$ cat src/rtl/coef_store_ctrl.sv
module coef_store_ctrl #(
  parameter int PROG_CYCLES = 40,
  parameter int DATA_W      = 8
) (
  input  logic              clk,
  input  logic              rst_n,
  input  logic              prog_en,
  input  logic              man_sel,
  input  logic              auto_req,
  input  logic [DATA_W-1:0] auto_word_a,
  input  logic [DATA_W-1:0] auto_word_b,
  input  logic [DATA_W-2:0] auto_word_c,
  input  logic              wr_en,
  input  logic [1:0]        wr_addr,
  input  logic [DATA_W-1:0] wr_data,
  input  logic [1:0]        rd_addr,
  output logic [DATA_W-1:0] rd_data,
  output logic              newdata,
  output logic              ready
);

  localparam int CNT_W = $clog2(PROG_CYCLES + 1);
  localparam logic [1:0] A_CTRL = 2'd0;
  localparam logic [1:0] A_WA   = 2'd1;
  localparam logic [1:0] A_WB   = 2'd2;
  localparam logic [1:0] A_STAT = 2'd3;

  logic              store_n, store_n_d;
  logic [DATA_W-2:0] ctrl_data;
  logic [DATA_W-1:0] word_a, word_b;
  logic [DATA_W-2:0] word_c;
  logic [CNT_W-1:0]  cnt;
  logic              fire_man, fire_auto;

  assign ready     = (cnt == '0);
  assign fire_man  = store_n & ~store_n_d & prog_en & man_sel & ready;
  assign fire_auto = auto_req & prog_en & ~man_sel & ready;

  always_ff @(posedge clk or negedge rst_n) begin
    if (!rst_n) begin
      store_n   <= 1'b1;
      store_n_d <= 1'b1;
      ctrl_data <= '0;
    end else begin
      store_n_d <= store_n;
      if (wr_en && wr_addr == A_CTRL) begin
        store_n   <= wr_data[DATA_W-1];
        ctrl_data <= wr_data[DATA_W-2:0];
      end
    end
  end

  always_ff @(posedge clk or negedge rst_n) begin
    if (!rst_n) begin
      word_a  <= '0;
      word_b  <= '0;
      word_c  <= '0;
      cnt     <= '0;
      newdata <= 1'b0;
    end else begin
      newdata <= fire_man | fire_auto;
      if (fire_auto) begin
        word_a <= auto_word_a;
        word_b <= auto_word_b;
        word_c <= auto_word_c;
      end else if (fire_man) begin
        word_c <= ctrl_data;
      end
      if (fire_man || fire_auto) cnt <= CNT_W'(PROG_CYCLES);
      else if (!ready)           cnt <= cnt - 1'b1;
    end
  end

  always_comb begin
    case (rd_addr)
      A_CTRL:  rd_data = {store_n, ctrl_data};
      A_WA:    rd_data = word_a;
      A_WB:    rd_data = word_b;
      A_STAT:  rd_data = {ready, word_c};
      default: rd_data = '0;
    endcase
  end

  AST_PULSE_SINGLE: assert property (@(posedge clk) disable iff (!rst_n)
    newdata |=> !newdata);
  AST_PULSE_BUSY: assert property (@(posedge clk) disable iff (!rst_n)
    newdata |-> !ready);
  AST_START_NEEDS_PE: assert property (@(posedge clk) disable iff (!rst_n)
    newdata |-> $past(prog_en));
  AST_NO_START_BUSY: assert property (@(posedge clk) disable iff (!rst_n)
    newdata |-> $past(ready));
  AST_WORD_HOLD: assert property (@(posedge clk) disable iff (!rst_n)
    !newdata |-> ($stable(word_c) && $stable(word_a) && $stable(word_b)));
  AST_BUSY_END: assert property (@(posedge clk) disable iff (!rst_n)
    $rose(ready) |-> $past(cnt) == CNT_W'(1));

endmodule

$ cat config.mk
export PLATFORM = sky130hd
export DESIGN_NAME = coef_store_ctrl
export DESIGN_NICKNAME = d
export VERILOG_FILES = /design/src/rtl/coef_store_ctrl.sv
export SDC_FILE = /design/constraint.sdc
export NUM_CORES = 1
export LEC_CHECK = 0
export BUFFER_PORTS_ARGS = -buffer_cell sky130_fd_sc_hd__buf_2
export CORE_UTILIZATION = 45
export DETAILED_ROUTE_END_ITERATION = 6
export PLACE_DENSITY_LB_ADDON = 0.25
export SYNTH_ARGS = -nofsm -noshare
export SYNTH_HDL_FRONTEND = slang
export SYNTH_SLANG_ARGS = --single-unit
$ cat constraint.sdc
create_clock -name clk -period 5.29 [get_ports clk]
set_input_delay 1.058 -clock clk [delete_from_list [all_inputs] [get_ports clk]]
set_output_delay 1.058 -clock clk [all_outputs]
set_load 0.01 [all_outputs]
==> results.cfg <==
[synth]
synth_top_family_by_area = multiplexers
synth_compound_area_share_pct = 4.61
synth-xor-area-share_pct = 0
avgSynthCellArea_um2 = 15.6
syn_area_um2 = 1900
synthAdderAreaFrac_pct = 0.658
syn_inst = 122
synth_edf_count = 0
synthArstFlopShare_pct = 100
ys_warn_count = 0
ys_ff_latch = 39
synth-seq-area-share_pct = 51.5
synth_cell_types = 32
synthSimpleGateAreaFrac_pct = 6.65
muxShareOfSynthArea_pct = 34.0
syn_nets = 164
ys.flop_type = dfrtp_1

[power_and_ir_drop]
p_leak_uw = 0.00113
p_per_area_nw_per_um2 = 452
totalPowerFinal_uw = 1030
vdd_drop_max_uv = 195
p_clk_share_pct = 24.9
p_int_uw = 745
p_sw_uw = 289
seqPwrFrac_pct = 45.7
pwr-share-comb_pct = 29.4
p_sw_share_pct = 28.0

[critical_path]
cp_common_cell = buf_2
path_class = input pin to output port
critPathLaunch = rd_addr[0]
cp_cell_sequence = buf_2 -> mux4_2 -> buf_2
cp.arrival_ns = 2.03
crit_fanout = 8
critPathSlowestCell = mux4_2
end_kind = output port
r2r_start = cnt[3]
critPathMaxStageDelay_ns = 0.55
required_ns = 4.23
worstSetupStartpointType = input pin

[run]
drv_cap = 0

[cts]
cts_tree = built
numCtsBuffers = 5
cts.clk_slew.worst_paths_ns = 0.08
cts_setup_buffers = 0
cts.repair.resized = 0
clkLatencyLatePin_ns = 0.29
holdBufCountCts = 0
cts-root-buf = clkbuf_8
clock_path_buffers = 2
htreeDepth = 2
clock-sinks = 39

[grt]
grt_max_degree = 40
first_global_vias = 1254
grt_pass1_wl_mm = 6.08
grt-ovfl-total = 0
antenna_found_initial = 0
grt_usage_pct = 19.6

[hold_path]
min_path_type = register to register
min_from = store_n

[timing]
setup_violations = 0
grt_setup_unrepaired = no
fin_tns_setup_ns = 0
hold_slack_ns = 0.401
period_needed_ns = 3.08
fmax_ghz = 0.324
drv_slew = 0
worstMarginPinSlew_ns = 0.853
clock_skew_ns = 0.00447
post-route-period-util_pct = 58.3
max-slew-margin-rel_pct = 43.1
hold_viol = 0

[route]
wl_per_cell_um = 16.7
vias_per_cell = 5.46
first_pass_iters = 4
drc = 0
drt-total-wl_mm = 3.76
drtIter0Drc = 67
ant_nets = 0
vias = 1228

[floorplanning]
fp.dieW_um = 67.0
dieArea_um2 = 4490
core_area_um2 = 4030
ios = 51
fp-row-count = 23
die_h_um = 67.0
initial_utilization_pct = 47.2

[placement]
dp_cells = 217
hpwl_mm = 2.68
dpl-instance-area_um2 = 2170
gp_congestion = 0.724
io_buffers = 50

[final_layout]
drive_gt1_share_pct = 64.6
instances_no_fill = 225
design_area_um2 = 2290
finalNetCount = 216
area_delta_synth_final_pct = 20.4
num_antenna_cells = 0
fill_cells = 361

[status]
status = complete, no violations
==> cell type report <==
| cell class | instances | area [um2] | area share, % |
|---|---|---|---|
| tap | 50 | 62.6 | 2.73 |
| inverter | 2 | 7.51 | 0.328 |
| clock inverter | 2 | 35.0 | 1.53 |
| timing repair buffer | 50 | 250 | 10.9 |
| multi-input combinational | 76 | 872 | 38.1 |
| sequential | 39 | 978 | 42.8 |
| clock buffer | 6 | 82.6 | 3.61 |
==> cell usage in the layout (no fill, tap or decap), types with 2 or more instances in the layout <==
master and instances:
nand3b_1 2, a21oi_1 3, dfrtp_1 37, buf_2 50, inv_1 2, mux2_2 28, mux2_4 10, mux4_2 8
dfstp_2 2, nand2b_1 3, clkbuf_8 6, or3_4 2, o21ai_0 2
==> sequential cells by signal, indices dropped and copies added, names as in the netlist <==
name / count
cnt: 6
ctrl_data: 7
newdata: 1
store_n: 1
store_n_d: 1
word_a: 8
word_b: 8
word_c: 7
==> logic make-up (layout without fill, tap and decap cells) <==
group	Yosys count	after routing
mux	46	46
flops	39	39
simple gates	17	17
fa+ha+maj	1	1
compound gates	12	12
buf+inv	7	60
==> per-layer routing <==
| metal | track usage (%) | wire length, um | share of wire, % |
|---|---|---|---|
| met1 | 24.3 | 1580 | 42 |
| met2 | 32.4 | 1890 | 50 |
| met5 | 0 | 0 | 0 |
| met3 | 4.45 | 226 | 6.0 |
| met4 | 8.78 | 68 | 1.8 |
==> synth_stat cells (2+ instances only) <==
cell type	number	share of area, %
o21ai_0	2	0.53
dfstp_2	2	2.8
inv_1	2	0.40
nand3b_1	2	0.79
or3_4	2	1.2
a21oi_1	3	0.79
mux2_2	28	17
dfrtp_1	37	49
nand2b_1	3	0.99
clkbuf_1	3	0.59
mux2_4	10	7.9
mux4_2	8	9.5
==> metrics by stage <==
stage | setup WS [ns] | util [%]
after detailed placement | 2.19 | 53.9
after global placement | 2.19 | 53.9
after CTS | 2.18 | 56.8
after floorplan | 2.20 | -
final | 2.21 | 56.8
after global routing | 2.15 | 56.8
==> power by group through the flow <==
| stage | Sequential [uW] | Clock, uW | Combinational [uW] |
|---|---|---|---|
| floorplan | 453 | 0 | 236 |
| global placement | 469 | 0 | 295 |
| detailed placement | 477 | 0 | 307 |
| CTS | 472 | 264 | 309 |
| global route | 487 | 276 | 335 |
| finish | 473 | 257 | 304 |
==> critical path, delay by kind of cell <==
| kind | cells | cell delay (ns) |
|---|---|---|
| buf+inv | 2 | 0.41 |
| mux | 1 | 0.55 |
==> worst paths after layout <==
path | endpoint | slack, ns | cells after the start
max | rd_data[3] | 2.21 | 3
min | store_n_d | 0.40 | 0
max reg2reg | word_c[2] | 3.24 | 3
min reg2reg | store_n_d | 0.40 | 0
max in group asynchronous | word_a[2] | 3.88 | 1
min in group asynchronous | word_a[6] | 0.87 | 1
Power figures use the tool's default switching activity.
